**src/rtl/xbus_pkg.sv**
```systemverilog
package xbus_pkg;
  typedef enum logic [2:0] {
    PH_IDLE,
    PH_ADDR,
    PH_STRB,
    PH_WAIT,
    PH_DATA,
    PH_HOLD
  } xbus_phase_e;
endpackage

```
**src/rtl/xbus_seq.sv**
```systemverilog
module xbus_seq
  import xbus_pkg::*;
(
  input  logic        clk,
  input  logic        rst_n,
  input  logic        busy,
  input  logic        more,
  input  logic        ready_i,
  input  logic        hold_i,
  output xbus_phase_e phase,
  output logic        wid_en,
  output logic        cap_en,
  output logic        done
);
  xbus_phase_e phase_q, phase_d;

  always_comb begin
    phase_d = phase_q;
    unique case (phase_q)
      PH_IDLE: begin
        if (hold_i)    phase_d = PH_HOLD;
        else if (busy) phase_d = PH_ADDR;
      end
      PH_ADDR: phase_d = PH_STRB;
      PH_STRB, PH_WAIT: phase_d = ready_i ? PH_DATA : PH_WAIT;
      PH_DATA: begin
        if (hold_i)    phase_d = PH_HOLD;
        else if (more) phase_d = PH_ADDR;
        else           phase_d = PH_IDLE;
      end
      PH_HOLD: begin
        if (!hold_i)   phase_d = PH_IDLE;
      end
      default: phase_d = PH_IDLE;
    endcase
  end

  always_ff @(posedge clk or negedge rst_n) begin
    if (!rst_n) phase_q <= PH_IDLE;
    else        phase_q <= phase_d;
  end

  assign phase  = phase_q;
  assign wid_en = (phase_q == PH_ADDR);
  assign cap_en = ((phase_q == PH_STRB) || (phase_q == PH_WAIT)) && ready_i;
  assign done   = (phase_q == PH_DATA);
endmodule

```
**src/rtl/xbus_req.sv**
```systemverilog
module xbus_req #(
  parameter int W = 16
) (
  input  logic         clk,
  input  logic         rst_n,
  input  logic         req_valid,
  input  logic         req_write,
  input  logic         req_word,
  input  logic         req_fetch,
  input  logic [W-1:0] req_addr,
  input  logic [W-1:0] req_wdata,
  output logic         req_ready,
  input  logic         wid_en,
  input  logic         cap_en,
  input  logic         done,
  input  logic         wide_en,
  input  logic         width_i,
  input  logic [W-1:0] ad_in,
  output logic         busy,
  output logic         more,
  output logic         r_write,
  output logic         r_fetch,
  output logic         r_w16,
  output logic         both,
  output logic [W-1:0] cur_addr,
  output logic [W-1:0] wd,
  output logic         rsp_valid,
  output logic [W-1:0] rsp_rdata
);
  localparam int B = W / 2;

  logic         busy_q, busy_d, write_q, write_d, word_q, word_d;
  logic         fetch_q, fetch_d, half_q, half_d, w16_q, w16_d, rsp_q, rsp_d;
  logic [W-1:0] addr_q, addr_d, wdata_q, wdata_d, rdata_q, rdata_d;
  logic [B-1:0] lane_b, cur_b;
  logic         accept;

  assign accept   = req_valid && !busy_q;
  assign more     = word_q && !w16_q && !half_q;
  assign cur_addr = half_q ? {addr_q[W-1:1], 1'b1} : addr_q;
  assign both     = word_q && !half_q;
  assign lane_b   = (w16_q && cur_addr[0]) ? ad_in[W-1:B] : ad_in[B-1:0];
  assign cur_b    = half_q ? wdata_q[W-1:B] : wdata_q[B-1:0];
  assign wd       = (both && w16_q) ? wdata_q : {cur_b, cur_b};

  always_comb begin
    busy_d  = busy_q;
    write_d = write_q;
    word_d  = word_q;
    fetch_d = fetch_q;
    half_d  = half_q;
    w16_d   = w16_q;
    addr_d  = addr_q;
    wdata_d = wdata_q;
    rdata_d = rdata_q;
    rsp_d   = 1'b0;
    if (accept) begin
      busy_d  = 1'b1;
      write_d = req_write;
      word_d  = req_word;
      fetch_d = req_fetch && !req_write;
      half_d  = 1'b0;
      addr_d  = req_word ? {req_addr[W-1:1], 1'b0} : req_addr;
      wdata_d = req_wdata;
    end
    if (wid_en) w16_d = wide_en && width_i;
    if (cap_en && !write_q) begin
      if (word_q && w16_q && !half_q) rdata_d = ad_in;
      else if (word_q && half_q)      rdata_d[W-1:B] = lane_b;
      else if (word_q)                rdata_d[B-1:0] = lane_b;
      else                            rdata_d = {{B{1'b0}}, lane_b};
    end
    if (done) begin
      if (more) begin
        half_d = 1'b1;
      end else begin
        busy_d = 1'b0;
        half_d = 1'b0;
        rsp_d  = 1'b1;
      end
    end
  end

  always_ff @(posedge clk or negedge rst_n) begin
    if (!rst_n) begin
      busy_q  <= 1'b0;
      write_q <= 1'b0;
      word_q  <= 1'b0;
      fetch_q <= 1'b0;
      half_q  <= 1'b0;
      w16_q   <= 1'b0;
      addr_q  <= '0;
      wdata_q <= '0;
      rdata_q <= '0;
      rsp_q   <= 1'b0;
    end else begin
      busy_q  <= busy_d;
      write_q <= write_d;
      word_q  <= word_d;
      fetch_q <= fetch_d;
      half_q  <= half_d;
      w16_q   <= w16_d;
      addr_q  <= addr_d;
      wdata_q <= wdata_d;
      rdata_q <= rdata_d;
      rsp_q   <= rsp_d;
    end
  end

  assign req_ready = !busy_q;
  assign busy      = busy_q;
  assign r_write   = write_q;
  assign r_fetch   = fetch_q;
  assign r_w16     = w16_q;
  assign rsp_valid = rsp_q;
  assign rsp_rdata = rdata_q;
endmodule

```
**src/rtl/xbus_pins.sv**
```systemverilog
module xbus_pins
  import xbus_pkg::*;
#(
  parameter int W = 16
) (
  input  xbus_phase_e  phase,
  input  logic         cfg_adv_mode,
  input  logic         cfg_split_wr,
  input  logic         r_write,
  input  logic         r_fetch,
  input  logic         r_w16,
  input  logic         both,
  input  logic [W-1:0] cur_addr,
  input  logic [W-1:0] wd,
  output logic [W-1:0] ad_out,
  output logic         ad_oe,
  output logic         as_o,
  output logic         rd_n,
  output logic         wr_n,
  output logic         bhe_n,
  output logic         inst_o
);
  logic act, strb, early, hi_sel, wr_lo, wr_hi;

  assign early  = (phase == PH_ADDR) || (phase == PH_STRB) || (phase == PH_WAIT);
  assign act    = early || (phase == PH_DATA);
  assign strb   = (phase == PH_STRB) || (phase == PH_WAIT);
  assign hi_sel = both || cur_addr[0];
  assign wr_lo  = (both && r_w16) || !cur_addr[0];
  assign wr_hi  = (both && r_w16) || cur_addr[0];

  always_comb begin
    ad_oe  = (phase == PH_ADDR) || (r_write && act);
    ad_out = (phase == PH_ADDR) ? cur_addr : (r_write ? wd : '0);
    as_o   = cfg_adv_mode ? !early : (phase == PH_ADDR);
    rd_n   = !(strb && !r_write);
    inst_o = act && r_fetch && !r_write;
    if (cfg_split_wr) begin
      wr_n  = !(strb && r_write && wr_lo);
      bhe_n = !(strb && r_write && wr_hi);
    end else begin
      wr_n  = !(strb && r_write);
      bhe_n = !(act && hi_sel);
    end
  end
endmodule

```
**src/rtl/xbus_ctrl.sv**
```systemverilog
module xbus_ctrl
  import xbus_pkg::*;
#(
  parameter int W = 16
) (
  input  logic         clk,
  input  logic         rst_n,
  input  logic         cfg_wide_en,
  input  logic         cfg_adv_mode,
  input  logic         cfg_split_wr,
  input  logic         req_valid,
  output logic         req_ready,
  input  logic         req_write,
  input  logic         req_word,
  input  logic         req_fetch,
  input  logic [W-1:0] req_addr,
  input  logic [W-1:0] req_wdata,
  output logic         rsp_valid,
  output logic [W-1:0] rsp_rdata,
  output logic [W-1:0] ad_out,
  output logic         ad_oe,
  input  logic [W-1:0] ad_in,
  output logic         as_o,
  output logic         rd_n,
  output logic         wr_n,
  output logic         bhe_n,
  output logic         inst_o,
  input  logic         ready_i,
  input  logic         width_i,
  input  logic         hold_i,
  output logic         hlda_o,
  output logic         breq_o
);
  logic [1:0]   rst_sync;
  logic         srst_n;
  xbus_phase_e  phase;
  logic         busy, more, wid_en, cap_en, done;
  logic         r_write, r_fetch, r_w16, both;
  logic [W-1:0] cur_addr, wd;

  always_ff @(posedge clk or negedge rst_n) begin
    if (!rst_n) rst_sync <= 2'b00;
    else        rst_sync <= {rst_sync[0], 1'b1};
  end
  assign srst_n = rst_sync[1];

  xbus_seq u_seq (
    .clk(clk), .rst_n(srst_n), .busy(busy), .more(more), .ready_i(ready_i),
    .hold_i(hold_i), .phase(phase), .wid_en(wid_en), .cap_en(cap_en), .done(done)
  );

  xbus_req #(.W(W)) u_req (
    .clk(clk), .rst_n(srst_n), .req_valid(req_valid), .req_write(req_write),
    .req_word(req_word), .req_fetch(req_fetch), .req_addr(req_addr),
    .req_wdata(req_wdata), .req_ready(req_ready), .wid_en(wid_en),
    .cap_en(cap_en), .done(done), .wide_en(cfg_wide_en), .width_i(width_i),
    .ad_in(ad_in), .busy(busy), .more(more), .r_write(r_write),
    .r_fetch(r_fetch), .r_w16(r_w16), .both(both), .cur_addr(cur_addr),
    .wd(wd), .rsp_valid(rsp_valid), .rsp_rdata(rsp_rdata)
  );

  xbus_pins #(.W(W)) u_pins (
    .phase(phase), .cfg_adv_mode(cfg_adv_mode), .cfg_split_wr(cfg_split_wr),
    .r_write(r_write), .r_fetch(r_fetch), .r_w16(r_w16), .both(both),
    .cur_addr(cur_addr), .wd(wd), .ad_out(ad_out), .ad_oe(ad_oe),
    .as_o(as_o), .rd_n(rd_n), .wr_n(wr_n), .bhe_n(bhe_n), .inst_o(inst_o)
  );

  assign hlda_o = (phase == PH_HOLD);
  assign breq_o = hlda_o && busy;
endmodule

```
**config.mk**
```make
export PLATFORM = sky130hd
export DESIGN_NAME = xbus_ctrl
export DESIGN_NICKNAME = d
export VERILOG_FILES = /design/src/rtl/xbus_pkg.sv /design/src/rtl/xbus_seq.sv /design/src/rtl/xbus_req.sv /design/src/rtl/xbus_pins.sv /design/src/rtl/xbus_ctrl.sv
export SDC_FILE = /design/constraint.sdc
export NUM_CORES = 1
export LEC_CHECK = 0
export BUFFER_PORTS_ARGS = -buffer_cell sky130_fd_sc_hd__buf_2
export CAP_MARGIN = 40
export CORE_UTILIZATION = 46
export DETAILED_ROUTE_END_ITERATION = 10
export HOLD_SLACK_MARGIN = 0.05
export PLACE_DENSITY = 0.78
export SLEW_MARGIN = 0
export SYNTH_ARGS = -nofsm -noshare
export SYNTH_HDL_FRONTEND = slang
export SYNTH_HIERARCHICAL = 1
export SYNTH_SLANG_ARGS = --single-unit
```
**constraint.sdc**
```tcl
create_clock -name clk -period 1.8 [get_ports clk]
set_input_delay 0.09 -clock clk [delete_from_list [all_inputs] [get_ports clk]]
set_output_delay 0.09 -clock clk [all_outputs]
set_load 0.05 [all_outputs]
```
==> impl_metrics.py <==
metrics = {
    "status": {
        "outcome": "finished with violations",
        "violations_in_the_final_reports": "setup timing",
    },
    "power": {
        "power.density_nw_per_um2": 2150,
        "power.static_leakage_nw": 2.23,
        "maximum_vdd_drop_mv": 1.22,
    },
    "placed_design": {
        "gp_congestion": 0.820,
        "place.detailed.hpwl_um": 5280,
        "placement.io_buffers": 101,
    },
    "min_path": {
        "worst_hold_stages": 3,
        "min-delay-path-class": "input port to register",
    },
    "timing": {
        "timing.final.crit_share": 1.04,
        "finalHoldViolCount": 0,
        "finalSetupTns_ns": -0.503,
        "finalWorstSetupSlack_ns": -0.0742,
        "unrepaired_setup_endpoints_after_global_routing": "true",
        "setup_viols_final": 8,
        "min_period_ns": 1.87,
        "max_clock_freq_mhz": 534,
        "finClkSkew_ns": 0.0141,
        "final_max_slew_viol_count": 0,
        "hold_ws_ns": 0.0642,
    },
    "critical_path": {
        "critical_path.startpoint_type": "register",
        "worst_ep_arrival_time_ns": 1.78,
        "crit_path_capture_type": "output port",
        "ff2ff_setup_slack_ns": 0.33,
        "worst_r2r_path_depth": 6,
        "critical_path_class": "register to output port",
        "critPathRequiredTime_ns": 1.71,
        "crit_path_max_fanout": 8,
    },
    "floorplan": {
        "floorplan.die.width_um": 86.3,
        "core_um2": 6830,
        "design.die.area_um2": 7450,
        "ioPinCount": 102,
        "die_h_um": 86.3,
        "core.rowCount": 30,
        "start_util": 0.479,
    },
    "finish": {
        "final_cell_mix": "sky130_fd_sc_hd__buf_2, sky130_fd_sc_hd__dfrtp_1, sky130_fd_sc_hd__dlygate4sd3_1",
        "layout.cells.most_common": "sky130_fd_sc_hd__buf_2",
        "diodes": 0,
        "final_nets": 503,
        "drive_above_1_share": 0.444,
        "fillers": 486,
        "synthToLayoutAreaGrowth_pct": 43.5,
    },
    "routing": {
        "first_pass_iters": 5,
        "routedWlPerCell_um": 16.0,
        "avgViaCountPerCell": 5.08,
        "drc": 0,
        "detailedRoute.firstIterationViolations": 135,
        "drt-total-wl_um": 8730,
        "ant_nets": 0,
        "detailroute.via_count": 2765,
    },
    "synthesis": {
        "synthesis.area_um2": 3270,
        "synth_compound_area_frac": 0.101,
        "post-synth-top-area-cell": "sky130_fd_sc_hd__dfrtp_1",
        "yosys.area.top_type_share": 0.459,
        "synthSimpleGateAreaFrac": 0.143,
        "ys.warnings.count": 6,
        "synth_adder_area_share": 0,
        "synth_edf_count": 0,
        "synth_nets": 363,
        "synth-xor-area-share": 0.00268,
        "syn_inst": 303,
        "synth-async-reset-ratio": 1.00,
        "post_synth.cell_area_avg_um2": 10.8,
        "number_of_distinct_library_cells_after_synthesis": 43,
        "postSynthRegisterBits": 60,
        "share_of_synthesized_area_occupied_by_flip_flops_and_latches": 0.459,
        "synth_area_leaders": "sky130_fd_sc_hd__dfrtp_1, sky130_fd_sc_hd__mux2_1, sky130_fd_sc_hd__mux2_4",
        "ys_dominant_reg_cell": "sky130_fd_sc_hd__dfrtp_1",
        "synth.area.mux_share": 0.218,
        "combinational_family_with_the_most_area_after_synthesis": "multiplexers",
    },
    "grt": {
        "grt_start_max_net_pins": 59,
        "grt_usage": 0.232,
        "global_route_wire_length_before_repair_um": 13100,
        "antenna_found_initial": 0,
        "grt_pass1_vias": 2790,
        "globalRoute.totalOverflow": 0,
    },
    "clock_network": {
        "clk_pin_slew_worst_paths_ns": 0.07,
        "clockRootBuffer": "sky130_fd_sc_hd__clkbuf_8",
        "clockBufferDepth": 2,
        "tritoncts_clock_tree": "done",
        "cts-buffers-inserted": 9,
        "worst_skew_pair.late_latency_ns": 0.35,
        "cts_htree_levels": 3,
        "clock_sink_count": 60,
    },
    "job": {
        "max_cap_violations": 0,
    },
}
cell families (layout without fill, tap and decap cells):
family | count (synthesis) | in the layout
muxes | 59 | 59
xor gates and xnor gates | 1 | 1
AOI/OAI and AO/OA | 55 | 55
other | 1 | 1
buffers and inverters | 36 | 181
DFF | 60 | 60
and+or+nand+nor | 91 | 91
worst paths after layout:
| path | to | startpoint |
|---|---|---|
| hold reg to reg | u_req/rsp_rdata[1] | rst_sync[1] |
| setup / recovery | ad_out[11] | u_req/half_q |
| min in group asynchronous | u_req/rsp_rdata[1] | rst_sync[1] |
| hold / removal | u_req/rsp_rdata[9] | ad_in[9] |
| setup reg to reg | u_req/rsp_rdata[11] | u_seq/phase[1] |
| max in group asynchronous | rst_sync[1] | rst_n |
where the power goes:
part	internal, mW	total (mW)	switching, mW
Sequential	2.01	2.49	0.485
Clock	0.853	1.39	0.532
Combinational	2.42	6.19	3.77
Total	5.29	10.1	4.78
routing by layer:
| metal | global-route usage | vias to the layer above | wire length (µm) |
|---|---|---|---|
| met5 | 0 | - | 0 |
| met4 | 0.0712 | 0 | 151 |
| met3 | 0.0752 | 12 | 468 |
| met2 | 0.415 | 86 | 4540 |
| met1 | 0.263 | 1363 | 3570 |
| li1 | - | 1304 | - |
synthesized netlist by cell type (2+ instances only):
library cell	count
sky130_fd_sc_hd__dfrtp_1	60
sky130_fd_sc_hd__nand2_1	41
sky130_fd_sc_hd__nor2_1	24
sky130_fd_sc_hd__mux2_1	23
sky130_fd_sc_hd__buf_4	19
sky130_fd_sc_hd__o21ai_0	18
sky130_fd_sc_hd__mux2_4	16
sky130_fd_sc_hd__a21oi_1	15
sky130_fd_sc_hd__mux2_2	11
sky130_fd_sc_hd__mux2i_1	9
sky130_fd_sc_hd__a22oi_1	8
sky130_fd_sc_hd__buf_2	7
sky130_fd_sc_hd__o21ai_1	6
sky130_fd_sc_hd__buf_6	4
sky130_fd_sc_hd__inv_1	4
sky130_fd_sc_hd__a21oi_2	3
sky130_fd_sc_hd__nand2b_1	3
sky130_fd_sc_hd__nand3b_1	3
sky130_fd_sc_hd__and3_1	2
sky130_fd_sc_hd__nor2b_1	2
sky130_fd_sc_hd__nor2b_2	2
sky130_fd_sc_hd__nor3b_4	2
final cells by class:
| class | count | area [µm²] | share of cell area |
|---|---|---|---|
| multi-input combinational | 207 | 1600 | 0.341 |
| sequential | 60 | 1510 | 0.321 |
| timing repair buffer | 160 | 1220 | 0.260 |
| clock buffer | 12 | 155 | 0.0331 |
| tap | 96 | 120 | 0.0256 |
| clock inverter | 4 | 72.6 | 0.0155 |
| inverter | 5 | 18.8 | 0.00400 |
worst max-delay path: stages, from the launching register on:
cell and delay, ns:
sky130_fd_sc_hd__dfrtp_1 0.39, sky130_fd_sc_hd__buf_6 0.18, sky130_fd_sc_hd__mux2_4 0.32, sky130_fd_sc_hd__mux2_4 0.27, sky130_fd_sc_hd__nand2_2 0.08, sky130_fd_sc_hd__o21ai_2 0.05, sky130_fd_sc_hd__buf_6 0.15
registers in the layout, summed over array words and instances (netlist names):
register         flops
u_req/word_q         1
u_req/wdata_q       16
rst_sync             2
u_req/addr_q        16
u_req/busy           1
u_req/rsp_rdata     16
u_req/r_w16          1
u_seq/phase          3
u_req/rsp_valid      1
u_req/r_write        1
u_req/r_fetch        1
u_req/half_q         1
per-stage QoR:
stage,setup WS (ns),instances,utilization,power [mW],cell area (µm²)
after detailed placement,0.219,479,0.560,7.79,3820
after global placement,0.243,479,0.560,7.66,3820
final,-0.0742,544,0.687,10.1,4690
after global routing,-0.154,544,0.687,10.5,4690
after CTS,-0.0967,537,0.664,9.54,4540
after floorplan,-0.0750,303,-,6.88,3300
repair_timing:
action | CTS | global route
resized for setup | 25 | 33
cloned | 0 | 1
buffers inserted | 1 | 6
hold endpoints to repair | 40 | 0
endpoints found under the setup margin | 18 | 19
pin swaps | 2 | 4
hold buffers | 41 | 0
Note: power is estimated with default switching activity, not from simulation.
